File: src/rtl/ppg_pkg.sv
package ppg_pkg;

  typedef enum logic [1:0] {
    SRC_TIMER = 2'd0,
    SRC_EXT   = 2'd1,
    SRC_NONE2 = 2'd2,
    SRC_NONE3 = 2'd3
  } trig_src_e;

  localparam logic [2:0] ADDR_PERIOD = 3'd0;
  localparam logic [2:0] ADDR_NEXT   = 3'd1;
  localparam logic [2:0] ADDR_MASK   = 3'd2;
  localparam logic [2:0] ADDR_CTRL   = 3'd3;
  localparam logic [2:0] ADDR_CLR    = 3'd4;

  // Decode of one group's source selector into a trigger pulse.
  function automatic logic src_fires(input logic [1:0] sel,
                                     input logic tmr_evt,
                                     input logic ext_evt);
    case (trig_src_e'(sel))
      SRC_TIMER: src_fires = tmr_evt;
      SRC_EXT:   src_fires = ext_evt;
      default:   src_fires = 1'b0;
    endcase
  endfunction

endpackage

File: src/rtl/ppg_regs.sv
module ppg_regs #(
  parameter int PAT_W  = 8,
  parameter int CNT_W  = 16,
  parameter int CTRL_W = 6
) (
  input  logic              clk,
  input  logic              rst_n,
  input  logic              wr_en,
  input  logic [2:0]        wr_addr,
  input  logic [CNT_W-1:0]  wr_data,
  output logic [CNT_W-1:0]  period,
  output logic [PAT_W-1:0]  nxt,
  output logic [PAT_W-1:0]  mask,
  output logic [CTRL_W-1:0] ctrl,
  output logic              clr_pulse
);
  import ppg_pkg::*;

  always_ff @(posedge clk or negedge rst_n) begin
    if (!rst_n) begin
      period <= '0;
      nxt    <= '0;
      mask   <= '0;
      ctrl   <= '0;
    end else if (wr_en) begin
      case (wr_addr)
        ADDR_PERIOD: period <= wr_data;
        ADDR_NEXT:   nxt    <= wr_data[PAT_W-1:0];
        ADDR_MASK:   mask   <= wr_data[PAT_W-1:0];
        ADDR_CTRL:   ctrl   <= wr_data[CTRL_W-1:0];
        default: ;
      endcase
    end
  end

  assign clr_pulse = wr_en && (wr_addr == ADDR_CLR) && wr_data[0];

endmodule

File: src/rtl/ppg_timer.sv
module ppg_timer #(
  parameter int CNT_W = 16
) (
  input  logic             clk,
  input  logic             rst_n,
  input  logic             run,
  input  logic [CNT_W-1:0] period,
  output logic [CNT_W-1:0] cnt,
  output logic             match
);
  assign match = run && (cnt == period);

  always_ff @(posedge clk or negedge rst_n) begin
    if (!rst_n)     cnt <= '0;
    else if (match) cnt <= '0;
    else if (run)   cnt <= cnt + 1'b1;
  end

endmodule

File: src/rtl/ppg_group.sv
module ppg_group #(
  parameter int W = 4
) (
  input  logic         clk,
  input  logic         rst_n,
  input  logic         trig,
  input  logic [W-1:0] nxt,
  input  logic [W-1:0] en,
  output logic [W-1:0] q
);
  // Enabled bits take the staged value; the rest keep the present output.
  function automatic logic [W-1:0] merge(input logic [W-1:0] cur,
                                         input logic [W-1:0] stage,
                                         input logic [W-1:0] sel);
    merge = (cur & ~sel) | (stage & sel);
  endfunction

  always_ff @(posedge clk or negedge rst_n) begin
    if (!rst_n)    q <= '0;
    else if (trig) q <= merge(q, nxt, en);
  end

endmodule

File: src/rtl/pattern_pulse_gen.sv
module pattern_pulse_gen #(
  parameter int PAT_W = 8,
  parameter int CNT_W = 16,
  parameter int GRP_W = 4
) (
  input  logic             clk,
  input  logic             rst_n,
  input  logic             wr_en,
  input  logic [2:0]       wr_addr,
  input  logic [CNT_W-1:0] wr_data,
  input  logic             ext_trig,
  input  logic             dma_ack,
  output logic [PAT_W-1:0] pat_out,
  output logic             irq
);
  localparam int NGRP   = PAT_W / GRP_W;
  localparam int CTRL_W = 2 + 2 * NGRP;

  logic [CNT_W-1:0]  period;
  logic [PAT_W-1:0]  nxt_q;
  logic [PAT_W-1:0]  mask_q;
  logic [CTRL_W-1:0] ctrl;
  logic              clr_pulse;
  logic              run;
  logic              irq_en;
  logic [CNT_W-1:0]  tmr_cnt;
  logic              tmr_match;
  logic [NGRP-1:0]   trig_vec;
  logic              flag_q;

  ppg_regs #(.PAT_W(PAT_W), .CNT_W(CNT_W), .CTRL_W(CTRL_W)) u_regs (
    .clk(clk), .rst_n(rst_n), .wr_en(wr_en), .wr_addr(wr_addr),
    .wr_data(wr_data), .period(period), .nxt(nxt_q), .mask(mask_q),
    .ctrl(ctrl), .clr_pulse(clr_pulse)
  );

  assign run    = ctrl[0];
  assign irq_en = ctrl[1];

  ppg_timer #(.CNT_W(CNT_W)) u_timer (
    .clk(clk), .rst_n(rst_n), .run(run), .period(period),
    .cnt(tmr_cnt), .match(tmr_match)
  );

  for (genvar g = 0; g < NGRP; g++) begin : g_grp
    assign trig_vec[g] = ppg_pkg::src_fires(ctrl[2+2*g +: 2], tmr_match, ext_trig);

    ppg_group #(.W(GRP_W)) u_grp (
      .clk(clk), .rst_n(rst_n), .trig(trig_vec[g]),
      .nxt(nxt_q[g*GRP_W +: GRP_W]), .en(mask_q[g*GRP_W +: GRP_W]),
      .q(pat_out[g*GRP_W +: GRP_W])
    );
  end

  // A new match outranks a clear arriving in the same cycle.
  always_ff @(posedge clk or negedge rst_n) begin
    if (!rst_n) flag_q <= 1'b0;
    else        flag_q <= tmr_match | (flag_q & ~(clr_pulse | dma_ack));
  end

  assign irq = flag_q & irq_en;

endmodule

File: config.mk
export PLATFORM = sky130hd
export DESIGN_NAME = pattern_pulse_gen
export DESIGN_NICKNAME = d
export VERILOG_FILES = /design/src/rtl/ppg_pkg.sv /design/src/rtl/ppg_regs.sv /design/src/rtl/ppg_timer.sv /design/src/rtl/ppg_group.sv /design/src/rtl/pattern_pulse_gen.sv
export SDC_FILE = /design/constraint.sdc
export NUM_CORES = 1
export LEC_CHECK = 0
export ABC_AREA = 1
export BUFFER_PORTS_ARGS = -buffer_cell sky130_fd_sc_hd__buf_2
export CAP_MARGIN = 20
export CORE_MARGIN = 2
export CORE_UTILIZATION = 54
export DETAILED_ROUTE_END_ITERATION = 7
export GPL_ROUTABILITY_DRIVEN = 0
export PLACE_DENSITY = 0.8
export SYNTH_ARGS = -nofsm -noshare
export SYNTH_HDL_FRONTEND = slang
export SYNTH_SLANG_ARGS = --single-unit
File: constraint.sdc
create_clock -name clk -period 1.51 [get_ports clk]
set_clock_uncertainty 0.05 [all_clocks]
set_input_delay 0.302 -clock clk [delete_from_list [all_inputs] [get_ports clk]]
set_output_delay 0.302 -clock clk [all_outputs]
set_load 0.02 [all_outputs]
# Word-level counts from Yosys, hierarchy flattened
# Index checks and enable logic that the tools add are counted.
# op_classes
n_addsub	1
reduce_logical	11
bitwise_logic	13
n_mux	4
n_eq_ne	7
# op_table
op	count
$mux W16	2
$add A16 B1 Y16 const B	1
$and A4 B4 Y4	4
$eq A16 B16 Y1	1
$not A4 Y4	2
$or A4 B4 Y4	2
$reduce_and A2 Y1	4
$eq A3 B2 Y1 const B	2
$eq A2 B1 Y1 const B	2
$logic_not A2 Y1	2
$pmux W1 S2	2
$eq A3 B1 Y1 const B	1
$eq A3 B3 Y1 const B	1
$logic_and A1 B1 Y1	3
$logic_not A3 Y1	1
$and A1 B1 Y1	2
$or A1 B1 Y1	2
$reduce_bool A2 Y1	1
$not A1 Y1	1
# totals
regBits	63

# Longest topological paths before layout
# Gate-level depths: netlist of run 1.
# logic_depth
depth_word	7
depth_mapped	11

# Cells and area by module
# From an unflattened synthesis of run 1, not the netlist that was laid out.
# hier_totals
cells_unflattened	511
area_unflattened_um2	3532.1
# by_module_without_submodules
mod	instances	cells_each	seq_area_each_um2	area_per_inst_um2
ppg_regs	1	175	950.9	1604.0
ppg_timer	1	277	400.4	1500.2
ppg_group	2	21	100.1	170.2
pattern_pulse_gen	1	17	25.0	87.6

# Worst setup path after synthesis of run 1
# OpenSTA, ideal clock, no wires.
# synth_timing
path_kind	reg-to-reg
start	reg u_timer.cnt[8]
end	reg (tool-made name)
arrival_ps	1201
period_less_slack_ps	1369
path_slack_ps	141
stages_incl_launch_ff	9
path_buffers	0
path_cell_list	dfrtp_1 xnor2_1 nand2_1 nor2_2 nand3_4 nand2_4 nand3_1 nand2_1 nand2_1
# synth_lines
element	line	source
start, declared	ppg_timer.sv:8	output logic [CNT_W-1:0] cnt,
start signal, assigned	ppg_timer.sv:16	else if (run) cnt <= cnt + 1'b1;

# Final worst setup path of run 1
# layout_timing
start	reg u_timer.cnt[3]
end	reg u_timer.cnt[0]
# layout_between
elab_chain_cells	3
elab_cells_between_ends	4
# layout_lines
element	line	source
$eq A16 B16 Y1 (*)	ppg_timer.sv:11	assign match = run && (cnt == period);
$logic_and A1 B1 Y1 (*)	ppg_timer.sv:11	
$mux W16 / $reduce_bool A2 Y1 (equally long branches)	-	
# Mark *: on every way between the ends. The rest lies on a longest branch, timed or not.
# A chain may end at the register's enable or synchronous reset.

==> run metrics, run 1 <==
die height 78.3 um; CTS Buffer Depth 2; Starting Density 55.2%; GR Overflow Total 0; DRT Pass-1 Iters 5; area of the mapped netlist 2980 sq um; minimum clock period 1.59 ns; dpl cells 480; failing checks negative setup slack; global-route usage over all layers 23.5%; share of async-settable or async-resettable flops after synthesis 100%; Rows 27; final cell count without fillers 503; crit path launch type flop; Power Total 5030 uW; layout cell share with drive strength beyond 1 24.6%; Max Clk Rate 628 MHz; multi-input logic area 1230 sq um; syn avg cell area 8.19 sq um; CP Capture Type flop; total number of vias 2608; CP Max Fanout 14; max cap viols 0; clock slew at reported path FFs 0.07 ns; PwrDens 1360 nW/um^2; total core area 5410 sq um; clock sink count 63; RSZ-0062 raised after global routing yes; syn nets 389; Placement Setup Slack -0.0770 ns; Main synth FF type dfrtp_1; setup violators final 24; vias in the first global route 2516; largest net degree at the start of global routing 64; Yosys cell types 25; Cell Area, Placed 3380 sq um; htree depth 3; Ys Warns 0; initial antenna violation count 0; EDFF count, synth 0; sequential-to-total area share from yosys stat 52.9%; setup ws final -0.0815 ns; WP data arrival 1.77 ns; Wirelength per Cell 13.2 um; most frequent cells in the layout nand2_1, dfrtp_1, inv_1; Lkg Pwr 0.00193 uW; fin nets 451; Slew @ Worst Pin 0.448 ns; vias per cell 5.18; die area 6130 sq um; Clk Latency, worst-skew pair 0.35 ns; fin crit share 105%; Max VDD drop 0.916 mV; number of DRC markers in iteration 0 190; setup TNS -0.766 ns; Post-Layout Inst Area 3710 sq um; most common cell after layout, fill and taps aside nand2_1; Max-slew headroom 70.0%; ANT nets after route 0; CTS tree yes; Area Growth Syn to Fin 24.4%; Final Hold Viols 0; Root Driver clkbuf_8; # fillers 437; CP Class flop to flop; Synth Instances 364; critical path required time 1.69 ns; Die W 78.3 um; IO Port Bufs 32; status finished, violations left; drt total wl 6.64 mm; reg-to-reg slack, setup -0.08 ns; I/O pin total 33; Slew Viols, Final 0; Detail Placement HPWL 4.47 mm; Seq cells post-synth 63; # DRC 0; antenna cells 0; CTS buffer count 9; Hold Crit Class input pin to flop; FF/Latch Area 1580 sq um; first-pass GRT wire length 11.1 mm
[through the flow]
step	utilization (%)	hold slack [ns]
final	68.6	0.123
after detailed placement	62.6	0.291
after floorplan	-	-0.0436
after global routing	68.6	0.124
after global placement	62.6	0.292
after CTS	67.5	0.118
[cells by family after synthesis]
| group | synth area share, % |
|---|---|
| buffers and inverters | 8.47 |
| xor gates and xnor gates | 1.17 |
| DFF | 52.9 |
| adders and majority gates | 0.419 |
| and+or+nand+nor | 26.7 |
| muxes | 0.377 |
| AOI/OAI and AO/OA | 9.98 |
[power by group]
group          switching, uW  internal [uW]
clock                    666            756
combinational            755            536
sequential               277           2040
[critical path, stage by stage (launching register included)]
cell	delay, ns
dfrtp_1	0.44
inv_2	0.05
nand2_1	0.05
nand2_1	0.05
nor2_1	0.09
nand2_1	0.07
nor2_2	0.15
nand3_4	0.15
buf_12	0.19
nand3_1	0.07
o21ai_0	0.09
[cell type report]
type / count / share of cell area (%)
sequential: 63 / 42.5
multi-input combinational: 237 / 33.2
timing repair buffer: 60 / 11.2
inverter: 55 / 5.56
clock buffer: 10 / 3.44
tap: 72 / 2.43
clock inverter: 6 / 1.65
[repair_timing]
item | 4_1_cts | 5_1_grt
setup endpoints to repair | 23 | 25
pin swaps | 6 | 13
hold buffers | 1 | 0
hold endpoints to repair | 63 | 0
setup buffers | 3 | 3
gates resized for setup | 12 | 9
[path summary, 6_finish.rpt]
kind / start / endpoint / cells past startpoint
setup / recovery: u_timer.cnt[3]$_DFFE_PN0P_ / u_timer.cnt[0]$_DFFE_PN0P_ / 10
hold / removal: dma_ack / flag_q$_DFF_PN0_ / 2
setup reg to reg: u_timer.cnt[3]$_DFFE_PN0P_ / u_timer.cnt[0]$_DFFE_PN0P_ / 10
hold reg to reg: flop / flop / 2
max in group asynchronous: rst_n / u_regs.period[6]$_DFFE_PN0P_ / 3
min in group asynchronous: rst_n / u_regs.period[0]$_DFFE_PN0P_ / 3
[synth_stat cells, types with 4 or more instances]
cell	instances	share of area, %
nand2_1	96	12
dfrtp_1	63	53
inv_1	51	6.4
o21ai_0	39	6.5
nand3_1	27	4.5
nor2_1	20	2.5
a21oi_1	14	2.3
nand4_1	14	2.9
clkbuf_1	6	0.75
nor2_2	6	1.3
inv_2	4	0.50
nand3b_1	4	1.0
nor3_1	4	0.67
xnor2_1	4	1.2
[layer usage]
metal	global-route usage, %	share of wire, %	up-vias
li1	-	-	1292
met1	30.9	44	1240
met2	37.8	49	60
met3	6.90	4.0	16
met4	8.07	2.7	0
met5	0	0	-
No activity file was read; power rests on OpenSTA's default activity.
==> run 2, diff against run 1 <==
CORE_ASPECT_RATIO = 0.6   (was unset)
==> run 2 against run 1 <==
Effect of this change:
- the run still ends with negative setup slack left
- routed wire length up 11%
- clock power is 15% higher
- total power is 5.9% higher
- count of clock-buffer cells in the layout stayed put
==> run metrics, run 2 (synthesized netlist as in run 1, its figures left out) <==
hold_ws 0.0961 ns (-0.0267 ns); Slew Viols, Final 0 (unchanged); top layer in use met4; CP Capture Type flop; Hold Crit Class input pin to flop; minimum clock period 1.63 ns (+0.0351 ns); Max Clk Rate 615 MHz (-2.2%); # fillers 389 (-11%); htree depth 3 (unchanged); Area Growth Syn to Fin 27.8%; vias per cell 5.25 (+1.3%); number of DRC markers in iteration 0 164 (-14%); Root Driver clkbuf_8; fin nets 459 (+1.8%); setup ws final -0.117 ns (-0.0351 ns); WHS Path Cells 2 (unchanged); Placement Setup Slack -0.0768 ns (+0.000230 ns); CTS buffer count 9 (unchanged); Max VDD drop 0.877 mV (-4.3%); CTS Buffer Depth 2 (unchanged); clock sink count 63 (unchanged); most common cell after layout, fill and taps aside nand2_1; max cap viols 0 (unchanged); Max-slew headroom 77.7% (+7.7 points); vias in the first global route 2517 (+0.040%); Rows 20 (-26%); Final Hold Viols 0 (unchanged); most used cell, CP nand2_1; CP Cell Sequence inv_2, nand2_1, nand2_1, nor2_1, nand2_1, nor2_2, nand3_4, nand2_4, nand3_1, nand2_1, nand2_1; DRT Pass-1 Iters 5 (unchanged); dpl cells 481 (+0.21%); reg-to-reg slack, setup -0.12 ns (-0.04 ns); GR Overflow Total 0 (unchanged); Slew @ Worst Pin 0.334 ns (-0.114 ns); Detail Placement HPWL 5.08 mm (+14%); global-route usage over all layers 26.3% (+2.8 points); Starting Density 57.6% (+2.4 points); first-pass GRT wire length 12.0 mm (+8.2%); Worst Reg-to-Reg Cells 11 (+1); # DRC 0 (unchanged); FF-to-FF Start u_timer.cnt[1]$_DFFE_PN0P_; initial antenna violation count 0 (unchanged); RSZ-0062 raised after global routing yes; CP Class flop to flop; final cell count without fillers 505 (+0.40%); CP Max Fanout 8 (-6); Wirelength per Cell 14.5 um (+10%); Clk Latency, worst-skew pair 0.35 ns (about the same); failing checks negative setup slack; most frequent cells in the layout nand2_1, dfrtp_1, inv_1; Lkg Pwr 0.00197 uW (+2.3%); layout cell share with drive strength beyond 1 28.0% (+3.4 points); Die W 100 um (+28%); total core area 5180 sq um (-4.2%); metal3 WL 418 um (+58%); total number of vias 2653 (+1.7%); CP max-delay cell dfrtp_1; drt total wl 7.34 mm (+11%); crit path launch type flop; M1 WL 3.51 mm (+19%); met2 routed WL 3.33 mm (+2.6%); critical path required time 1.70 ns (about the same); setup violators final 25 (+4.2%); setup TNS -1.94 ns (-1.17 ns); PwrDens 1400 nW/um^2 (+3.1%); ANT nets after route 0 (unchanged); antenna cells 0 (unchanged); CTS tree yes; die area 6150 sq um (+0.32%); critical path's largest stage delay 0.43 ns (about the same); WP data arrival 1.82 ns (+0.05 ns); fin crit share 108% (+2.3 points); I/O pin total 33 (unchanged); IO Port Bufs 32 (unchanged); clock slew at reported path FFs 0.07 ns (about the same); largest net degree at the start of global routing 64 (unchanged); die height 61.6 um (-21%); Worst Setup SP u_timer.cnt[1]$_DFFE_PN0P_; status finished, violations left
[run 2: changes by cell type in the layout (fill, tap and decap cells not counted), moves of 4 or more]
cell     change
nand3_1      -4
buf_4        +8
inv_2        +4
inv_1        -4
nand3_2      +4
[run 2: timing repair]
action                                 in CTS  in global routing
pin swaps                                   7                  2
buffers inserted                            5                  2
setup endpoints to repair                  20                 25
hold buffers                                1                  0
gates resized for setup                    12                 20
endpoints found under the hold margin      63                  0
[run 2: report_power, final]
group / total, uW / internal, uW / switching [uW]
sequential: 2320 / 2040 / 282
clock: 1640 / 941 / 698
combinational: 1370 / 555 / 814
[run 2: stage by stage]
step	instance area, sq um	power [uW]	utilization, %
3_5_place_dp	3410	3550	65.9
2_1_floorplan	2980	3050	-
3_3_place_gp	3410	3490	65.9
5_1_grt	3810	5640	73.6
6_report	3810	5330	73.6
4_1_cts	3740	5270	72.2
[run 2: per-layer routing]
layer | up-vias | track usage [%]
met5 | - | 0
met4 | 0 | 9.20
met3 | 11 | 7.72
met2 | 78 | 40.1
met1 | 1253 | 36.9
li1 | 1311 | -
[run 2: final cells by class]
type                            instances  area, sq um  area share, %
Clock buffer                           10          128           3.35
Clock inverter                          6         95.1           2.49
Inverter                               55          206           5.42
Multi-Input combinational cell        237         1260           33.0
Sequential cell                        63         1580           41.4
Tap cell                               66         82.6           2.17
Timing Repair Buffer                   68          465           12.2
[run 2: worst min path at each step]
stage | start | endpoint | slack [ns]
after floorplan | rst_n | async pin | -0.04
after detailed placement | rst_n | u_timer.cnt[11]$_DFFE_PN0P_ | 0.29
final | dma_ack | flag_q$_DFF_PN0_ | 0.1
after global placement | rst_n | u_timer.cnt[11]$_DFFE_PN0P_ | 0.29
after global routing | dma_ack | flag_q$_DFF_PN0_ | 0.12
after CTS | dma_ack | flag_q$_DFF_PN0_ | 0.09
[run 2: worst max-delay path, delay by kind of cell, from the launching register on]
family        cells  cell delay (ns)
simple gates     10             0.98
flops             1             0.43
buf+inv           1             0.05
